[src/rtl/srg_pkg.sv]
// Shared constants and the CRC step for the sector record generator.
// Assumes a byte-wide stream and a fixed 288-byte record layout.
package srg_pkg;
    parameter int BYTE_W   = 8;
    parameter int REC_LEN  = 288;
    parameter int ADDR_OFS = 4;
    parameter int ADDR_LEN = 4;
    parameter int PAY_OFS  = 18;
    parameter int PAY_LEN  = 256;
    parameter int IDX_W    = $clog2(REC_LEN);
    parameter int ACRC_OFS = ADDR_OFS + ADDR_LEN;
    parameter int DCRC_OFS = PAY_OFS + PAY_LEN;

    typedef logic [IDX_W-1:0]  idx_t;
    typedef logic [BYTE_W-1:0] byte_t;

    // Reflected CRC-16 (0xA001) update over one byte, LSB first.
    function automatic logic [15:0] crc16_step(input logic [15:0] c, input byte_t d);
        logic [15:0] r;
        r = c ^ {8'h00, d};
        for (int i = 0; i < BYTE_W; i++) begin
            r = r[0] ? ((r >> 1) ^ 16'hA001) : (r >> 1);
        end
        return r;
    endfunction
endpackage

[src/rtl/srg_crc16.sv]
// CRC-16 accumulator shared by the address and data fields.
// Assumes clr and en are never both needed in one cycle; clr wins.
module srg_crc16
    import srg_pkg::*;
(
    input  logic        clk,
    input  logic        rst_n,
    input  logic        clr,
    input  logic        en,
    input  byte_t       din,
    output logic [15:0] crc
);
    // Clear or fold one accepted byte into the running CRC.
    always_ff @(posedge clk) begin
        if (!rst_n)   crc <= '0;
        else if (clr) crc <= '0;
        else if (en)  crc <= crc16_step(crc, din);
    end

    // a clear always leaves a zero start value
    a_r3_clear_zero: assert property (@(posedge clk) disable iff (!rst_n)
        clr |=> crc == 16'h0000);
    // the CRC moves only on a covered, accepted byte
    a_r4_crc_hold: assert property (@(posedge clk) disable iff (!rst_n)
        (!clr && !en) |=> $stable(crc));
endmodule

[src/rtl/srg_fill.sv]
// Fixed payload image used on the last track: an empty defect table.
// Input k is the payload offset (record position minus payload start).
module srg_fill
    import srg_pkg::*;
(
    input  idx_t  k,
    output byte_t fill
);
    // Map payload offset to the fixed table byte.
    always_comb begin
        if      (k == idx_t'(0)) fill = 8'h03;
        else if (k == idx_t'(1)) fill = 8'h28;
        else if (k == idx_t'(2)) fill = 8'h54;
        else if (k == idx_t'(3)) fill = 8'h19;
        else if (k <  idx_t'(8)) fill = 8'h00;
        else                     fill = 8'hFF;
    end
endmodule

[src/rtl/srg_ctrl.sv]
// Record sequencer: tracks the byte position, busy, done and error state.
// Assumes adv is asserted only when an output byte is accepted.
module srg_ctrl
    import srg_pkg::*;
(
    input  logic clk,
    input  logic rst_n,
    input  logic start,
    input  logic addr_ok,
    input  logic adv,
    output logic busy,
    output idx_t idx,
    output logic done,
    output logic err
);
    localparam idx_t LAST_IDX = idx_t'(REC_LEN - 1);

    // Start, advance and finish a record; flag bad addresses.
    always_ff @(posedge clk) begin
        if (!rst_n) begin
            busy <= 1'b0;
            idx  <= '0;
            done <= 1'b0;
            err  <= 1'b0;
        end else begin
            done <= 1'b0;
            if (!busy) begin
                if (start) begin
                    busy <= addr_ok;
                    err  <= !addr_ok;
                    idx  <= '0;
                end
            end else if (adv) begin
                if (idx == LAST_IDX) begin
                    busy <= 1'b0;
                    done <= 1'b1;
                    idx  <= '0;
                end else begin
                    idx <= idx + idx_t'(1);
                end
            end
        end
    end

    // position never leaves the record
    a_r6_idx_range: assert property (@(posedge clk) disable iff (!rst_n)
        busy |-> idx <= LAST_IDX);
    // done is a single-cycle pulse
    a_r6_done_pulse: assert property (@(posedge clk) disable iff (!rst_n)
        done |=> !done);
    // an error never coexists with a running record
    a_r7_err_idle: assert property (@(posedge clk) disable iff (!rst_n)
        err |-> !busy);
endmodule

[src/rtl/sector_record_gen.sv]
// Sector record generator top: latches the address, steps through the
// 288-byte layout, and muxes sync bytes, address, CRCs and payload.
// Assumes upstream holds pl_data while pl_valid is high and pl_ready is low.
module sector_record_gen
    import srg_pkg::*;
#(
    parameter int CYL_W     = 10,
    parameter int SEC_W     = 6,
    parameter int CYL_COUNT = 512,
    parameter int SEC_COUNT = 40
) (
    input  logic             clk,
    input  logic             rst_n,
    input  logic             start,
    input  logic [CYL_W-1:0] cyl,
    input  logic             head,
    input  logic [SEC_W-1:0] sector,
    input  logic [7:0]       pl_data,
    input  logic             pl_valid,
    output logic             pl_ready,
    output logic [7:0]       out_data,
    output logic             out_valid,
    input  logic             out_ready,
    output logic             done,
    output logic             err
);
    localparam idx_t I_SYNC1  = idx_t'(3);
    localparam idx_t I_A0     = idx_t'(ADDR_OFS);
    localparam idx_t I_A1     = idx_t'(ADDR_OFS + 1);
    localparam idx_t I_AEND   = idx_t'(ACRC_OFS);
    localparam idx_t I_ACRCH  = idx_t'(ACRC_OFS + 1);
    localparam idx_t I_SYNC2  = idx_t'(PAY_OFS - 1);
    localparam idx_t I_PAY    = idx_t'(PAY_OFS);
    localparam idx_t I_DCRC   = idx_t'(DCRC_OFS);
    localparam idx_t I_DCRCH  = idx_t'(DCRC_OFS + 1);

    logic             busy, adv, addr_ok, in_addr, in_pay, last_trk;
    idx_t             idx, k;
    logic [CYL_W-1:0] a_cyl;
    logic             a_head;
    logic [SEC_W-1:0] a_sec;
    logic [15:0]      crc;
    byte_t            fill, pay_byte;
    logic             crc_clr, crc_en;

    assign addr_ok = (cyl < CYL_W'(CYL_COUNT)) && (sector < SEC_W'(SEC_COUNT));

    // Latch the address on an accepted start.
    always_ff @(posedge clk) begin
        if (!rst_n) begin
            a_cyl  <= '0;
            a_head <= 1'b0;
            a_sec  <= '0;
        end else if (start && !busy) begin
            a_cyl  <= cyl;
            a_head <= head;
            a_sec  <= sector;
        end
    end

    srg_ctrl u_ctrl (
        .clk(clk), .rst_n(rst_n), .start(start), .addr_ok(addr_ok),
        .adv(adv), .busy(busy), .idx(idx), .done(done), .err(err)
    );

    // Decode the record phase and the handshakes.
    always_comb begin
        in_addr   = (idx >= I_A0)  && (idx < I_AEND);
        in_pay    = (idx >= I_PAY) && (idx < I_DCRC);
        last_trk  = (a_cyl == CYL_W'(CYL_COUNT - 1)) && a_head;
        out_valid = busy && (!in_pay || last_trk || pl_valid);
        pl_ready  = busy && in_pay && !last_trk && out_ready;
        adv       = out_valid && out_ready;
        k         = idx - I_PAY;
    end

    srg_fill u_fill (.k(k), .fill(fill));

    assign pay_byte = last_trk ? fill : pl_data;
    assign crc_clr  = !busy || (adv && idx == I_ACRCH);
    assign crc_en   = adv && (in_addr || in_pay);

    srg_crc16 u_crc (
        .clk(clk), .rst_n(rst_n), .clr(crc_clr), .en(crc_en),
        .din(out_data), .crc(crc)
    );

    // Select the byte for the current record position.
    always_comb begin
        out_data = 8'h00;
        if (idx == I_SYNC1 || idx == I_SYNC2)  out_data = 8'h80;
        else if (idx == I_A0)                  out_data = {a_cyl[0], a_head, a_sec[5:0]};
        else if (idx == I_A1)                  out_data = a_cyl[8:1];
        else if (idx == I_AEND || idx == I_DCRC)  out_data = crc[7:0];
        else if (idx == I_ACRCH || idx == I_DCRCH) out_data = crc[15:8];
        else if (in_pay)                       out_data = pay_byte;
    end

    // a stalled non-payload byte is held with valid still high
    a_r9_stall_hold: assert property (@(posedge clk) disable iff (!rst_n)
        (busy && out_valid && !out_ready && !in_pay) |=> (out_valid && $stable(out_data)));
    // no payload is requested on the last track
    a_r8_fill_no_req: assert property (@(posedge clk) disable iff (!rst_n)
        (busy && last_trk) |-> !pl_ready);
    // an error leaves the output silent
    a_r7_no_emit: assert property (@(posedge clk) disable iff (!rst_n)
        err |-> (!out_valid && !pl_ready));
    // a payload request only ever comes with an accepted output byte
    a_r5_req_window: assert property (@(posedge clk) disable iff (!rst_n)
        pl_ready |-> (busy && out_ready));
endmodule

[config.mk]
export PLATFORM = sky130hd
export DESIGN_NAME = sector_record_gen
export DESIGN_NICKNAME = d
export VERILOG_FILES = /design/src/rtl/srg_pkg.sv /design/src/rtl/srg_crc16.sv /design/src/rtl/srg_fill.sv /design/src/rtl/srg_ctrl.sv /design/src/rtl/sector_record_gen.sv
export SDC_FILE = /design/constraint.sdc
export NUM_CORES = 1
export LEC_CHECK = 0
export BUFFER_PORTS_ARGS = -buffer_cell sky130_fd_sc_hd__buf_4
export CAP_MARGIN = 30
export CORE_MARGIN = 10
export CORE_UTILIZATION = 40
export DETAILED_ROUTE_END_ITERATION = 10
export PLACE_DENSITY_LB_ADDON = 0.05
export REMOVE_ABC_BUFFERS = 1
export SLEW_MARGIN = 10
export SYNTH_ARGS = -nofsm -noshare
export SYNTH_HDL_FRONTEND = slang
export SYNTH_SLANG_ARGS = --single-unit
[constraint.sdc]
create_clock -name clk -period 5.8 [get_ports clk]
set_clock_uncertainty 0.2 [all_clocks]
set_input_delay 0 -clock clk [delete_from_list [all_inputs] [get_ports clk]]
set_output_delay 0 -clock clk [all_outputs]
set_load 0.02 [all_outputs]
* Word-level counts from Yosys, hierarchy flattened *
Cells that the tools add are included.

storage, ports and cells
  memory bits (read-only) = 0
  flip-flop bits (word level) = 45
  memories = 0
  latch bits = 0
  word-level logic and storage cells = 100
  bits in writable memories = 0

cells by class
  multiply operators = 0
  $lt $le $gt $ge = 7
  equal/unequal tests = 14
  shift operators = 0
  bitwise operators = 11
  div/mod/pow operators = 0
  reductions and logical operators = 29
  muxes and demuxes = 29
  add/subtract/negate cells = 2

operator list
  cell                                                         count
  two-way mux 16 bit                                           8
  two-way mux 8 bit                                            12
  two-way mux 9 bit                                            4
  equality test 9 x 2 -> 1 bit (second input constant)         3
  equality test 9 bit (second input constant)                  3
  NOT 2 -> 3 bit                                               8
  equality test 9 x 3 -> 1 bit (second input constant)         2
  equality test 9 x 4 -> 1 bit (second input constant)         2
  less-than comparator 9 x 4 -> 1 bit (second input constant)  2
  bitwise XOR 16 x 8 -> 16 bit                                 1
  logical AND 1 bit                                            12
  equality test 10 x 9 -> 1 bit (second input constant)        1
  less-than comparator 10 bit (second input constant)          1
  adder 9 x 1 -> 9 bit (second input constant)                 1
  equality test 9 x 1 -> 1 bit (second input constant)         1
  equality test 9 x 5 -> 1 bit (second input constant)         1
  >= comparator 9 x 3 -> 1 bit (second input constant)         1
  >= comparator 9 x 5 -> 1 bit (second input constant)         1
  zero test 9 bit                                              1
  less-than comparator 9 bit (second input constant)           1
  subtractor 9 x 5 -> 9 bit (second input constant)            1
  logical OR 1 bit                                             7
  less-than comparator 6 bit (second input constant)           1
  two-way mux 1 bit                                            5
  7 further kinds                                              12

* Longest topological paths before layout *
  depth in word-level cells = 31
  depth in mapped cells = 15
  depth with buffers taken out = 13

* Cells and area by module *
From an unflattened synthesis, not the netlist that was laid out.

unflattened totals
  cells, all modules = 355
  area total of the unflattened synthesis = 3071.7 um2

modules (own cells, without submodules)
  module             cells each  area an instance (um2)  instances
  sector_record_gen  195         1547.7                  1
  srg_crc16          77          797.0                   1
  srg_ctrl           70          626.9                   1
  srg_fill           13          100.1                   1

* Worst setup path before layout *
Ideal clock, no wire load.

  path type = register -> register
  start point = register u_ctrl.idx[2]
  end point = register u_crc.crc[0]
  setup time = 0.088 ns
  period minus slack after synthesis = 3.559 ns
  setup slack = 2.241 ns
  cell stages (with the launch flop) = 15
  arrival = 3.271 ns
  cell sequence = dfxtp_1 -> clkbuf_8 -> inv_1 -> ha_1 -> or2b_2 -> a211o_2 -> o211ai_2 -> o21a_1 -> o21ai_1 -> a21oi_2 -> xnor2_1 -> xnor2_2 -> xnor3_1 -> and3b_1 -> nor4_2

on the way
  cells in the longest elaborated chain, start to end = 24
  elaborated cells between the ends (all ways) = 61

RTL lines
  item                                 line                     RTL
  from (decl)                          srg_ctrl.sv:12           output idx_t idx,
  from (signal assigned)               srg_ctrl.sv:39           idx <= idx + idx_t'(1);
  subtractor 9 x 5 -> 9 bit            sector_record_gen.sv:74  k = idx - I_PAY;
  less-than comparator 9 x 4 -> 1 bit  srg_fill.sv:15           else if (k < idx_t'(8)) fill = 8'h00;
  two-way mux 8 bit                    srg_fill.sv:15
  two-way mux 8 bit                    srg_fill.sv:14           else if (k == idx_t'(3)) fill = 8'h19;
  two-way mux 8 bit                    srg_fill.sv:13           else if (k == idx_t'(2)) fill = 8'h54;
  two-way mux 8 bit                    srg_fill.sv:12           else if (k == idx_t'(1)) fill = 8'h28;
  two-way mux 8 bit                    srg_fill.sv:11           if (k == idx_t'(0)) fill = 8'h03;
  two-way mux 8 bit                    sector_record_gen.sv:79  assign pay_byte = last_trk ? fill : pl_data;
  [... 3 more ...]                     -
  two-way mux 8 bit                    sector_record_gen.sv:93  else if (idx == I_A1) out_data = a_cyl[8:1];
  two-way mux 8 bit                    sector_record_gen.sv:92  else if (idx == I_A0) out_data = {a_cyl[0], a_head, a_sec[5:0]};
  two-way mux 8 bit *                  sector_record_gen.sv:91  if (idx == I_SYNC1 || idx == I_SYNC2) out_data = 8'h80;
  named net out_data[3]                sector_record_gen.sv:21  output logic [7:0] out_data,
  bitwise XOR 16 x 8 -> 16 bit *       srg_pkg.sv:20            r = c ^ {8'h00, d};
  two-way mux 16 bit * (2 in series)   srg_pkg.sv:22            r = r[0] ? ((r >> 1) ^ 16'hA001) : (r >> 1);
  NOT 2 -> 3 bit (no line)             -
  two-way mux 16 bit * (6 in series)   srg_pkg.sv:22
  to (signal assigned)                 srg_crc16.sv:17          else if (en) crc <= crc16_step(crc, din);
  to (decl)                            srg_crc16.sv:11          output logic [15:0] crc

Mark *: on every way through the listed nets, which the timed path passes. The rest lies on a longest branch.
A chain may end at the register's enable or synchronous reset.

* Worst setup path after layout *
  start point = register u_ctrl.idx[2]
  end point = register u_crc.crc[0]

on the way
  cells in the longest elaborated chain, start to end = 24
  elaborated cells between the ends (all ways) = 61

RTL lines
  item                                                                       line                     RTL
  subtractor 9 x 5 -> 9 bit                                                  sector_record_gen.sv:74
  less-than comparator 9 x 4 -> 1 bit                                        srg_fill.sv:15
  two-way mux 8 bit                                                          srg_fill.sv:15
  two-way mux 8 bit                                                          srg_fill.sv:14
  two-way mux 8 bit                                                          srg_fill.sv:13
  two-way mux 8 bit                                                          srg_fill.sv:12
  two-way mux 8 bit                                                          srg_fill.sv:11
  two-way mux 8 bit                                                          sector_record_gen.sv:79
  [... 2 more ...]                                                           -
  two-way mux 8 bit                                                          sector_record_gen.sv:94  else if (idx == I_AEND || idx == I_DCRC) out_data = crc[7:0];
  two-way mux 8 bit                                                          sector_record_gen.sv:93
  two-way mux 8 bit                                                          sector_record_gen.sv:92
  two-way mux 8 bit                                                          sector_record_gen.sv:91
  bitwise XOR 16 x 8 -> 16 bit                                               srg_pkg.sv:20
  two-way mux 16 bit / NOT 2 -> 3 bit (equally long branches) (6 in series)  -
  NOT 2 -> 3 bit (no line) / two-way mux 16 bit (equally long branches)      -
  two-way mux 16 bit (2 in series)                                           srg_pkg.sv:22

Parallel ways exist; a longest one is shown, timed or not.

==> summary.json <==
{
  "maxClockFrequency_mhz": 236.1,
  "via_count": 3194,
  "drtPass1Iterations": 5,
  "clock_sinks": 45,
  "final_count_of_hold_timing_violations": 0,
  "crit_path_end_kind": "flip-flop",
  "synth_top_area_frac": 0.2661,
  "n_antenna_cell": 0,
  "synthesized_area_per_cell_sq_um": 8.004,
  "seq_power_share": 0.504,
  "post_layout_nonfiller_instances": 579,
  "yosysTopAreaCell": "sky130_fd_sc_hd__dfxtp_1",
  "die_w_microns": 112,
  "synthDistinctLibCells": 80,
  "clock_latency_ns": 0.31,
  "dieHeight_microns": 112,
  "first_pass_grt_wire_length_microns": 15970,
  "drtIter0Drc": 293,
  "combinationalPowerShare": 0.112,
  "netSwitchingPower_mw": 0.1566,
  "mostFrequentLayoutCell": "sky130_fd_sc_hd__nand2_1",
  "clk_transition_reported_paths_ns": 0.09,
  "cts-root-to-sink-buffers": 2,
  "worstHoldPathType": "input port to flip-flop",
  "vias_per_cell": 5.516,
  "post-route-util": 0.4877,
  "smallest_setup_slack_after_layout_ns": 1.565,
  "leakagePower_nw": 1.532,
  "htreeDepth": 2,
  "fillCellCount": 808,
  "die_area_sq_um": 12540,
  "power_frac_clock": 0.385,
  "finish.net_count": 510,
  "vdd_drop_max_v": 0.00009180,
  "min_period_over_period": 0.7302,
  "gp_routability_congestion": 0.8823,
  "final_max_slew_viol_count": 0,
  "synthCells": 423,
  "tritoncts": "done",
  "hpwlAfterDp_microns": 7266,
  "post-route-drc-count": 0,
  "floorplan.core_area_sq_um": 8217,
  "post_cts.resized_instances": 0,
  "setup_repair_after_global_routing_missed_its_margin": "no",
  "fin_tns_setup_ns": 0,
  "start_util": 0.4121,
  "finalCriticalPeriod_ns": 4.235,
  "grt_max_degree": 21,
  "power.share.switching": 0.2400,
  "layout_common_cells": "sky130_fd_sc_hd__nand2_1, sky130_fd_sc_hd__nor2_1, sky130_fd_sc_hd__dfxtp_1, sky130_fd_sc_hd__buf_4, sky130_fd_sc_hd__a21oi_1",
  "synth-seq-area-share": 0.2661,
  "layout-area-overhead-vs-synth_pct": 18.37,
  "ant_nets": 0,
  "postSynth.asyncResetShare": 0,
  "antenna_found_initial": 0,
  "critPathLaunchType": "flip-flop",
  "synth_enable_flop_cells": 0,
  "power.density_cell_area_nw_per_um2": 162.8,
  "buffer_ports.inserted": 41,
  "synth_flop_cell": "sky130_fd_sc_hd__dfxtp_1",
  "cts-root-buf": "sky130_fd_sc_hd__clkbuf_8",
  "numCtsBuffers": 5,
  "drive_above_1_share": 0.1814,
  "first_global_vias": 3117,
  "outcome": "complete, no violations",
  "worst_pin_slew_ns": 0.7318,
  "number_of_maximum_capacitance_violations": 0,
  "critPathKind": "flip-flop to flip-flop",
  "pre_cts_slack_ns": 1.644,
  "setup-violations-final": 0,
  "wire_per_inst_microns": 16.46,
  "critical_path_arrival_ns": 4.26,
  "num_io_pins": 42,
  "numPlacedInstances": 550,
  "finalHoldWorstSlack_ns": 0.02755,
  "drt-total-wl_microns": 9532,
  "core.rowCount": 33,
  "synthesis.yosys.warnings": 0,
  "grt_use_total": 0.1489,
  "synth_seq_cells": 45,
  "netlist_top_cells_area": "sky130_fd_sc_hd__dfxtp_1, sky130_fd_sc_hd__nand2_1, sky130_fd_sc_hd__a21oi_1, sky130_fd_sc_hd__nor2_1, sky130_fd_sc_hd__mux2i_1",
  "grt_overflow": 0,
  "timing.slew.headroom": 0.5122,
  "synth.cell_area_sq_um": 3386,
  "cellInternalPower_mw": 0.4959,
  "critical_path_required_ns": 5.82,
  "critPathMaxFanout": 13
}
-- power by group through the flow --
stage	clock network, mW	logic (mW)	registers (mW)
2_1_floorplan	0	0.0324	0.332
3_3_place_gp	0	0.0612	0.336
3_5_place_dp	0	0.0622	0.336
4_1_cts	0.257	0.0735	0.328
5_1_grt	0.271	0.0818	0.330
6_report	0.251	0.0729	0.329
-- routing by layer --
layer	vias up	global-route usage	wire, microns
met2	98	0.2238	4000
met4	0	0.03553	114
met3	13	0.02952	538
met1	1468	0.2114	4879
met5	-	0	0
li1	1615	-	-
-- repair_timing --
| item | 4_1_cts | 5_1_grt |
|---|---|---|
| hold buffers | 21 | 0 |
| buffers inserted | 0 | 0 |
| hold endpoints to repair | 27 | 0 |
-- metrics by stage --
step	instance area (sq um)	power [mW]
finish	4008	0.6525
floorplan	3202	0.3648
CTS	4008	0.6591
detailed placement	3681	0.3978
global placement	3659	0.3967
global route	4008	0.6830
-- critical path, cell delays in order (launching register included) --
cell                        delay [ns]
sky130_fd_sc_hd__dfxtp_1          0.44
sky130_fd_sc_hd__inv_1            0.21
sky130_fd_sc_hd__ha_1             0.17
sky130_fd_sc_hd__or2b_2           0.31
sky130_fd_sc_hd__o22ai_2          0.47
sky130_fd_sc_hd__nand2_1          0.37
sky130_fd_sc_hd__nor3_1           0.26
sky130_fd_sc_hd__a2bb2oi_1        0.24
sky130_fd_sc_hd__a21oi_2          0.07
sky130_fd_sc_hd__xnor2_1          0.32
sky130_fd_sc_hd__xnor2_2          0.19
sky130_fd_sc_hd__xnor3_1          0.47
sky130_fd_sc_hd__and3b_1          0.21
sky130_fd_sc_hd__nor4_2           0.23
-- cell type report --
type / count / area, sq um / share of cell area
Tap cell: 105 / 131.4 / 0.03278
Multi-Input combinational cell: 343 / 2262 / 0.5645
Clock buffer: 7 / 86.33 / 0.02154
Sequential cell: 45 / 900.9 / 0.2248
Clock inverter: 1 / 30.03 / 0.007493
Timing Repair Buffer: 65 / 548.0 / 0.1367
Inverter: 13 / 48.80 / 0.01218
-- Yosys cell counts, drive strengths merged (3+ instances only) --
| cell type | number |
|---|---|
| o211ai | 8 |
| o31ai | 3 |
| o21bai | 3 |
| and3 | 3 |
| nor2 | 50 |
| a21o | 5 |
| nand4 | 6 |
| a211oi | 5 |
| mux2i | 12 |
| dfxtp | 45 |
| or3 | 4 |
| ha | 7 |
| nand2 | 60 |
| a211o | 3 |
| o21ai | 17 |
| nor3 | 8 |
| xor2 | 10 |
| nor2b | 3 |
| o21a | 8 |
| xnor2 | 13 |
| nor4 | 5 |
| o2bb2ai | 3 |
| a31oi | 4 |
| nand3 | 16 |
| a21oi | 47 |
| buf | 11 |
| clkbuf | 11 |
| and3b | 4 |
| inv | 12 |
-- flip-flops by register name, indices dropped and copies added, names as in the netlist --
name         cells
u_ctrl.err       1
a_sec            6
u_ctrl.idx       9
u_ctrl.done      1
a_cyl           10
u_crc.crc       16
a_head           1
u_ctrl.busy      1
-- kinds of logic after synthesis --
kind of cell               Yosys count  share of synthesized area
and+or+nand+nor                    179                     0.2842
AOI/OAI and AO/OA                  119                     0.2387
DFF                                 45                     0.2661
buffers and inverters               35                    0.06873
xor gates and xnor gates            25                    0.07761
muxes                               13                    0.03880
adders and majority gates            7                    0.02587
-- final timing paths --
path | start | depth (start not counted) | slack (ns) | end
worst min-delay path | start | 4 | 0.03 | u_ctrl.idx[1]
worst max-delay path | u_ctrl.idx[2] | 13 | 1.56 | u_crc.crc[0]
worst max register to register | u_ctrl.idx[2] | 13 | 1.56 | u_crc.crc[0]
worst min register to register | a_cyl[9] | 2 | 0.27 | a_cyl[9]
Power figures use the tool's default switching activity.
